<file path="config.mk">
export PLATFORM = sky130hd
export DESIGN_NAME = scan_port_ctrl
export DESIGN_NICKNAME = d
export VERILOG_FILES = /design/src/rtl/scan_pkg.sv /design/src/rtl/scan_fsm.sv /design/src/rtl/scan_ir.sv /design/src/rtl/scan_dr.sv /design/src/rtl/scan_port_ctrl.sv
export SDC_FILE = /design/constraint.sdc
export NUM_CORES = 1
export LEC_CHECK = 0
export BUFFER_PORTS_ARGS = -buffer_cell sky130_fd_sc_hd__clkbuf_2
export CAP_MARGIN = 15
export CORE_ASPECT_RATIO = 0.75
export CORE_UTILIZATION = 35
export DETAILED_ROUTE_END_ITERATION = 7
export SLEW_MARGIN = 30
export SYNTH_ARGS = -nofsm -noshare
export SYNTH_HDL_FRONTEND = slang
export SYNTH_SLANG_ARGS = --single-unit
</file>
<file path="constraint.sdc">
create_clock -name tck -period 2.7 [get_ports tck]
set_input_delay 0.54 -clock tck [delete_from_list [all_inputs] [get_ports tck]]
set_output_delay 0.54 -clock tck [all_outputs]
set_load 0.1 [all_outputs]
</file>
<file path="src/rtl/scan_pkg.sv">
package scan_pkg;

    typedef enum logic [3:0] {
        ST_RESET  = 4'd0,
        ST_IDLE   = 4'd1,
        ST_SELDR  = 4'd2,
        ST_CAPDR  = 4'd3,
        ST_SHDR   = 4'd4,
        ST_EX1DR  = 4'd5,
        ST_PAUDR  = 4'd6,
        ST_EX2DR  = 4'd7,
        ST_UPDR   = 4'd8,
        ST_SELIR  = 4'd9,
        ST_CAPIR  = 4'd10,
        ST_SHIR   = 4'd11,
        ST_EX1IR  = 4'd12,
        ST_PAUIR  = 4'd13,
        ST_EX2IR  = 4'd14,
        ST_UPIR   = 4'd15
    } port_state_e;

    typedef enum logic [1:0] {
        SEL_SKIP = 2'd0,
        SEL_IDENT = 2'd1,
        SEL_BOUND = 2'd2
    } dr_sel_e;

    localparam int OP_W = 3;
    localparam logic [OP_W-1:0] OP_EXT    = 3'b000;
    localparam logic [OP_W-1:0] OP_IDENT  = 3'b001;
    localparam logic [OP_W-1:0] OP_SAMPZ  = 3'b010;
    localparam logic [OP_W-1:0] OP_SAMPLE = 3'b100;
    localparam logic [OP_W-1:0] OP_SKIP   = 3'b111;
    localparam logic [OP_W-1:0] OP_CAP_PATTERN = 3'b001;

    function automatic port_state_e step_state(input port_state_e s, input logic m);
        port_state_e n;
        case (s)
            ST_RESET: n = m ? ST_RESET : ST_IDLE;
            ST_IDLE:  n = m ? ST_SELDR : ST_IDLE;
            ST_SELDR: n = m ? ST_SELIR : ST_CAPDR;
            ST_CAPDR: n = m ? ST_EX1DR : ST_SHDR;
            ST_SHDR:  n = m ? ST_EX1DR : ST_SHDR;
            ST_EX1DR: n = m ? ST_UPDR  : ST_PAUDR;
            ST_PAUDR: n = m ? ST_EX2DR : ST_PAUDR;
            ST_EX2DR: n = m ? ST_UPDR  : ST_SHDR;
            ST_UPDR:  n = m ? ST_SELDR : ST_IDLE;
            ST_SELIR: n = m ? ST_RESET : ST_CAPIR;
            ST_CAPIR: n = m ? ST_EX1IR : ST_SHIR;
            ST_SHIR:  n = m ? ST_EX1IR : ST_SHIR;
            ST_EX1IR: n = m ? ST_UPIR  : ST_PAUIR;
            ST_PAUIR: n = m ? ST_EX2IR : ST_PAUIR;
            ST_EX2IR: n = m ? ST_UPIR  : ST_SHIR;
            default:  n = m ? ST_SELDR : ST_IDLE;
        endcase
        return n;
    endfunction

endpackage

</file>
<file path="src/rtl/scan_fsm.sv">
module scan_fsm
    import scan_pkg::*;
(
    input  logic        tck,
    input  logic        rst_n,
    input  logic        tms,
    output port_state_e state_o
);
    localparam int ESC_LEN = 5;
    localparam int ESC_W   = $clog2(ESC_LEN + 1);

    typedef struct packed {
        port_state_e        st;
        logic [ESC_W-1:0]   ones;
    } fsm_regs_t;

    fsm_regs_t r_d, r_q;

    always_comb begin
        r_d    = r_q;
        r_d.st = step_state(r_q.st, tms);
        if (!tms)
            r_d.ones = '0;
        else if (r_q.ones != ESC_W'(ESC_LEN))
            r_d.ones = r_q.ones + ESC_W'(1);
    end

    always_ff @(posedge tck or negedge rst_n) begin
        if (!rst_n) begin
            r_q.st   <= ST_RESET;
            r_q.ones <= '0;
        end else begin
            r_q <= r_d;
        end
    end

    assign state_o = r_q.st;

    assert_escape_reset_R2: assert property (@(posedge tck) disable iff (!rst_n)
        (r_q.ones == ESC_W'(ESC_LEN)) |-> (r_q.st == ST_RESET));

    assert_hold_reset_R2: assert property (@(posedge tck) disable iff (!rst_n)
        (r_q.st == ST_RESET && tms) |=> (r_q.st == ST_RESET));

endmodule

</file>
<file path="src/rtl/scan_ir.sv">
module scan_ir
    import scan_pkg::*;
(
    input  logic            tck,
    input  logic            rst_n,
    input  port_state_e     state_i,
    input  logic            tdi,
    output logic            ir_lsb_o,
    output dr_sel_e         sel_o,
    output logic            hiz_o
);
    logic [OP_W-1:0] sh_d, sh_q;
    logic [OP_W-1:0] op_d, op_q;

    always_comb begin
        sh_d = sh_q;
        op_d = op_q;
        case (state_i)
            ST_CAPIR: sh_d = OP_CAP_PATTERN;
            ST_SHIR:  sh_d = {tdi, sh_q[OP_W-1:1]};
            default:  sh_d = sh_q;
        endcase
        if (state_i == ST_UPIR)
            op_d = sh_q;
        else if (state_i == ST_RESET)
            op_d = OP_IDENT;
    end

    always_ff @(posedge tck or negedge rst_n) begin
        if (!rst_n) sh_q <= OP_CAP_PATTERN;
        else        sh_q <= sh_d;
    end

    always_ff @(negedge tck or negedge rst_n) begin
        if (!rst_n) op_q <= OP_IDENT;
        else        op_q <= op_d;
    end

    always_comb begin
        case (op_q)
            OP_IDENT:              sel_o = SEL_IDENT;
            OP_EXT, OP_SAMPZ,
            OP_SAMPLE:             sel_o = SEL_BOUND;
            default:               sel_o = SEL_SKIP;
        endcase
        hiz_o = (op_q == OP_EXT) || (op_q == OP_SAMPZ);
    end

    assign ir_lsb_o = sh_q[0];

    assert_capture_pattern_R3: assert property (@(posedge tck) disable iff (!rst_n)
        (state_i == ST_CAPIR) |=> (sh_q[1:0] == 2'b01));

    assert_op_stable_R12: assert property (@(posedge tck) disable iff (!rst_n)
        !(state_i == ST_UPIR || state_i == ST_RESET) |-> $stable(op_q));

endmodule

</file>
<file path="src/rtl/scan_dr.sv">
module scan_dr
    import scan_pkg::*;
#(
    parameter int          BND_W  = 84,
    parameter logic [31:0] ID_VAL = 32'h0000_0001
) (
    input  logic             tck,
    input  logic             rst_n,
    input  port_state_e      state_i,
    input  dr_sel_e          sel_i,
    input  logic             tdi,
    input  logic [BND_W-1:0] pins_i,
    output logic             dr_lsb_o
);
    localparam int ID_W = 32;
    localparam logic [ID_W-1:0] ID_CAP = {ID_VAL[ID_W-1:1], 1'b1};

    typedef struct packed {
        logic             skip;
        logic [ID_W-1:0]  ident;
        logic [BND_W-1:0] bound;
    } dr_regs_t;

    dr_regs_t r_d, r_q;

    always_comb begin
        r_d = r_q;
        if (state_i == ST_CAPDR) begin
            case (sel_i)
                SEL_IDENT: r_d.ident = ID_CAP;
                SEL_BOUND: r_d.bound = pins_i;
                default:   r_d.skip  = 1'b0;
            endcase
        end else if (state_i == ST_SHDR) begin
            case (sel_i)
                SEL_IDENT: r_d.ident = {tdi, r_q.ident[ID_W-1:1]};
                SEL_BOUND: r_d.bound = {tdi, r_q.bound[BND_W-1:1]};
                default:   r_d.skip  = tdi;
            endcase
        end
    end

    always_ff @(posedge tck or negedge rst_n) begin
        if (!rst_n) begin
            r_q.skip  <= 1'b0;
            r_q.ident <= ID_CAP;
            r_q.bound <= '0;
        end else begin
            r_q <= r_d;
        end
    end

    always_comb begin
        case (sel_i)
            SEL_IDENT: dr_lsb_o = r_q.ident[0];
            SEL_BOUND: dr_lsb_o = r_q.bound[0];
            default:   dr_lsb_o = r_q.skip;
        endcase
    end

    assert_ident_bit0_R4: assert property (@(posedge tck) disable iff (!rst_n)
        (state_i == ST_CAPDR && sel_i == SEL_IDENT) |=> r_q.ident[0]);

    assert_skip_zero_R5: assert property (@(posedge tck) disable iff (!rst_n)
        (state_i == ST_CAPDR && sel_i == SEL_SKIP) |=> !r_q.skip);

    assert_bound_capture_R6: assert property (@(posedge tck) disable iff (!rst_n)
        (state_i == ST_CAPDR && sel_i == SEL_BOUND) |=> (r_q.bound == $past(pins_i)));

endmodule

</file>
<file path="src/rtl/scan_port_ctrl.sv">
module scan_port_ctrl
    import scan_pkg::*;
#(
    parameter int          BND_W  = 84,
    parameter logic [31:0] ID_VAL = 32'h0000_0001
) (
    input  logic             tck,
    input  logic             rst_n,
    input  logic             tms,
    input  logic             tdi,
    input  logic [BND_W-1:0] pins_i,
    output logic             tdo,
    output logic             tdo_oe,
    output logic             pins_hiz
);
    typedef struct packed {
        logic dout;
        logic oe;
    } out_regs_t;

    port_state_e state;
    dr_sel_e     sel;
    logic        ir_lsb;
    logic        dr_lsb;
    out_regs_t   o_d, o_q;

    scan_fsm u_fsm (
        .tck     (tck),
        .rst_n   (rst_n),
        .tms     (tms),
        .state_o (state)
    );

    scan_ir u_ir (
        .tck      (tck),
        .rst_n    (rst_n),
        .state_i  (state),
        .tdi      (tdi),
        .ir_lsb_o (ir_lsb),
        .sel_o    (sel),
        .hiz_o    (pins_hiz)
    );

    scan_dr #(
        .BND_W  (BND_W),
        .ID_VAL (ID_VAL)
    ) u_dr (
        .tck      (tck),
        .rst_n    (rst_n),
        .state_i  (state),
        .sel_i    (sel),
        .tdi      (tdi),
        .pins_i   (pins_i),
        .dr_lsb_o (dr_lsb)
    );

    always_comb begin
        o_d.oe = (state == ST_SHIR) || (state == ST_SHDR);
        if (state == ST_SHIR)
            o_d.dout = ir_lsb;
        else if (state == ST_SHDR)
            o_d.dout = dr_lsb;
        else
            o_d.dout = 1'b0;
    end

    always_ff @(negedge tck or negedge rst_n) begin
        if (!rst_n) begin
            o_q.dout <= 1'b0;
            o_q.oe   <= 1'b0;
        end else begin
            o_q <= o_d;
        end
    end

    assign tdo    = o_q.dout;
    assign tdo_oe = o_q.oe;

    assert_oe_in_shift_R11: assert property (@(posedge tck) disable iff (!rst_n)
        tdo_oe |-> (state == ST_SHIR || state == ST_SHDR));

    assert_reset_clears_hiz_R1: assert property (@(posedge tck) disable iff (!rst_n)
        (state == ST_RESET) |=> !pins_hiz);

endmodule

</file>
==> impl_metrics.tcl <==
set metrics [dict create \
    h-tree-depth 4 \
    path_cells "inv_2 -> or3_4 -> ha_2 -> o21a_4 -> buf_12 -> mux2_2" \
    syn_inst 488 \
    top_usage_layer "met2" \
    crit_family "flip-flops" \
    run_status "finished with violations" \
    clock_latency_ps 440 \
    cts_buffers 17 \
    rsz0062_at_grt "true" \
    grt_pass1_wl_um 20600 \
    synthTopCellsByArea "dfrtp_1 (48%), mux2_2 (31%), buf_6 (2.7%)" \
    finalCoreUtilization 0.462 \
    reg2reg_from "u_ir.op_q[0]$_DFFE_NN1P_" \
    start_util 0.360 \
    async_flop_share 1.00 \
    dp_hpwl_um 8170 \
    leakage_nw 4.00 \
    cpPeakStageDelay_ps 530 \
    cts_buffer_depth 2 \
    endpoint_kind "flip-flop" \
    required_ps 2980 \
    wire_per_inst_um 14.8 \
    hold_class "in2async" \
    clock-root-buffer "clkbuf_16" \
    clk_pin_slew_ps 60 \
    core_area_um2 17700 \
    antenna_found_initial 0 \
    met3_usage 0.0426 \
    grt_usage 0.142 \
    ioPinCount 91 \
    yosysSeqAreaShare 0.508 \
    synth_ff_type "dfrtp_1" \
    r2r_end "u_dr.r_q[53]$_DFFE_PN0P_" \
    synth_top_family_by_area "multiplexers" \
    crit_end "u_dr.r_q[53]$_DFFE_PN0P_" \
    worst-path-buf-inv 2 \
    die_x_um 158 \
    slew_headroom 0.530 \
    crit_slowest_cell "dfstp_2" \
    cp.depth 6 \
    cap_viol_max_count 0 \
    use_met2 0.213 \
    fill_cells 1567 \
    synthesis.nets 578 \
    synth_edf_count 0 \
    violations "setup timing" \
    port_buffers 90 \
    syn_avg_cell_area_um2 13.0 \
    fin_cells 855 \
    drc 0 \
    cts_tree "yes" \
    synth_compound_area_frac 0.0442 \
    ff2ff_setup_slack_ps -550 \
    synth_top_cell_by_area "dfrtp_1" \
    yosys.area_share.simple 0.0605 \
    nets 691 \
    first_global_vias 4119 \
    synthXorXnorAreaFrac 0 \
    gpl.final_weighted_congestion 0.740 \
    synthTopCellsByCount "mux2_2 (175), dfrtp_1 (122), inv_1 (24), o21ai_0 (24)" \
    clock-sinks 129 \
    synth_fa_ha_area_frac 0.00393 \
    drt_iter0_markers 244 \
    dieHeight_um 119 \
    startpoint_type "flip-flop" \
    netlist.area_leader.share 0.479 \
    synthMuxAreaShare 0.325 \
    register_area_um2 3230 \
    die_area_um2 18700 \
    startpoint "u_ir.op_q[0]$_DFFE_NN1P_" \
    finalPower_mw 6.90 \
    grt-ovfl-total 0 \
    yosys_warnings 0 \
    worstPathMaxFanout 22 \
    final-setup-viol-count 120 \
    n_antenna_cell 0 \
    num_vias 4116 \
    rows 42 \
    area_growth_pct 28.4 \
    worst_pin_slew_ps 705 \
    grt_max_degree 79 \
    wl_um 12700 \
    peakVddDrop_v 0.000415 \
    worstPathArrival_ps 3530 \
    ys_ff_latch 129 \
    slew_violations 0 \
    critPathKind "reg2reg" \
    multi_input_comb_area_um2 2920 \
    dp.cells 813 \
    viasPerCell 4.81 \
    r2r_cells 6 \
    skew_ps 48.0 \
    detail_route.first_pass.iterations 6 \
    finalHoldViolCount 0 \
    antenna_left 0 \
    cellPowerDensity_nw_per_um2 843 \
    grt_use_met1 0.193 \
    syn-cell-area_um2 6370 \
    setup_ws_ps -547 \
    synth_cell_types 42 \
    yosysMostFrequentCell "mux2_2" \
    layout-drive-gt1-share 0.602 \
]
-- worst reg2reg max path, stage by stage (launching register included) --
cell,delay [ps]
dfstp_2,530
inv_2,40
or3_4,340
ha_2,190
o21a_4,170
buf_12,180
mux2_2,300
-- how the worst min path moves through the flow --
stage                     start                    endpoint  slack (ps)  cells after the start
after global routing      rst_n   u_dr.r_q[116]$_DFFE_PN0P_          30                      1
after global placement    rst_n    u_dr.r_q[37]$_DFFE_PN0P_         460                      1
after CTS                 rst_n   u_dr.r_q[116]$_DFFE_PN0P_          10                      1
final                     rst_n   u_dr.r_q[116]$_DFFE_PN0P_          20                      1
after floorplan           rst_n     u_dr.r_q[0]$_DFFE_PN0P_         240                      0
after detailed placement  rst_n  u_fsm.state_o[0]$_DFF_PN0_         460                      1
-- through the flow --
step	setup TNS (ps)	setup slack, ps	cell area, um^2	hold WS [ps]
floorplan	-58300	-617	6420	244
global placement	-51040	-535	7240	460
detailed placement	-53040	-565	7240	462
CTS	-55950	-522	8010	12.3
global route	-63820	-589	8180	29.8
finish	-58070	-547	8180	22.8
-- per-layer routing --
| metal | vias to the layer above | share of wire |
|---|---|---|
| met5 | - | 0 |
| met4 | 0 | 0.012 |
| met1 | 2064 | 0.50 |
| met3 | 12 | 0.046 |
| li1 | 1967 | - |
| met2 | 73 | 0.44 |
-- cell usage in the layout, fill, tap and decap left out, types with 2 or more instances in the layout --
cell | Yosys | routed
nand2_1 | 8 | 8
buf_12 | 0 | 11
o21ai_1 | 0 | 2
dfrtp_1 | 122 | 122
mux2_4 | 0 | 20
inv_1 | 24 | 22
nor4b_1 | 2 | 2
clkbuf_8 | 0 | 4
clkbuf_1 | 11 | 2
dfstp_2 | 3 | 3
clkinvlp_4 | 0 | 3
nand4_1 | 18 | 18
clkbuf_16 | 0 | 20
nor3_1 | 3 | 3
buf_4 | 7 | 25
o21a_4 | 0 | 2
buf_16 | 0 | 2
clkbuf_2 | 0 | 86
inv_2 | 0 | 2
o21ai_2 | 0 | 11
a22oi_1 | 2 | 2
buf_6 | 15 | 4
nor2_1 | 18 | 17
nor2b_1 | 5 | 5
o22ai_1 | 2 | 2
o21ai_0 | 24 | 11
dfrtn_1 | 4 | 4
mux2_2 | 175 | 163
bufinv_16 | 0 | 3
a21oi_1 | 8 | 7
-- flip-flops by register name, summed over array words and instances (netlist names) --
signal         count
tdo                1
tdo_oe             1
u_dr.r_q         117
u_ir.sh_q          3
u_ir.op_q          3
u_fsm.state_o      4
-- kinds of logic after synthesis --
logic type / count (synthesis)
mux: 184
buf+inv: 61
simple gates: 65
compound gates: 47
flops: 129
fa+ha+maj: 2
-- cell type report --
class                      instances  share of cell area
clock buffer                      23              0.0597
sequential                       129               0.395
timing repair buffer             131               0.124
inverter                          23              0.0106
tap                              242              0.0370
clock inverter                     9              0.0159
multi-input combinational        298               0.358
-- power breakdown --
group / internal, mW / switching, mW / total (mW) / leakage, nW
clock: 1.55 / 0.814 / 2.36 / 0.297
combinational: 1.21 / 1.09 / 2.30 / 1.93
sequential: 2.12 / 0.114 / 2.24 / 1.78
-- what timing repair did --
action / 4_1_cts / 5_1_grt
setup endpoints to repair: 120 / 120
gates resized for setup: 18 / 34
buffers inserted: 3 / 2
gates cloned: 2 / 4
hold buffers: 0 / 0
pin swaps: 1 / 0
Note: power is estimated with default switching activity, not from simulation.
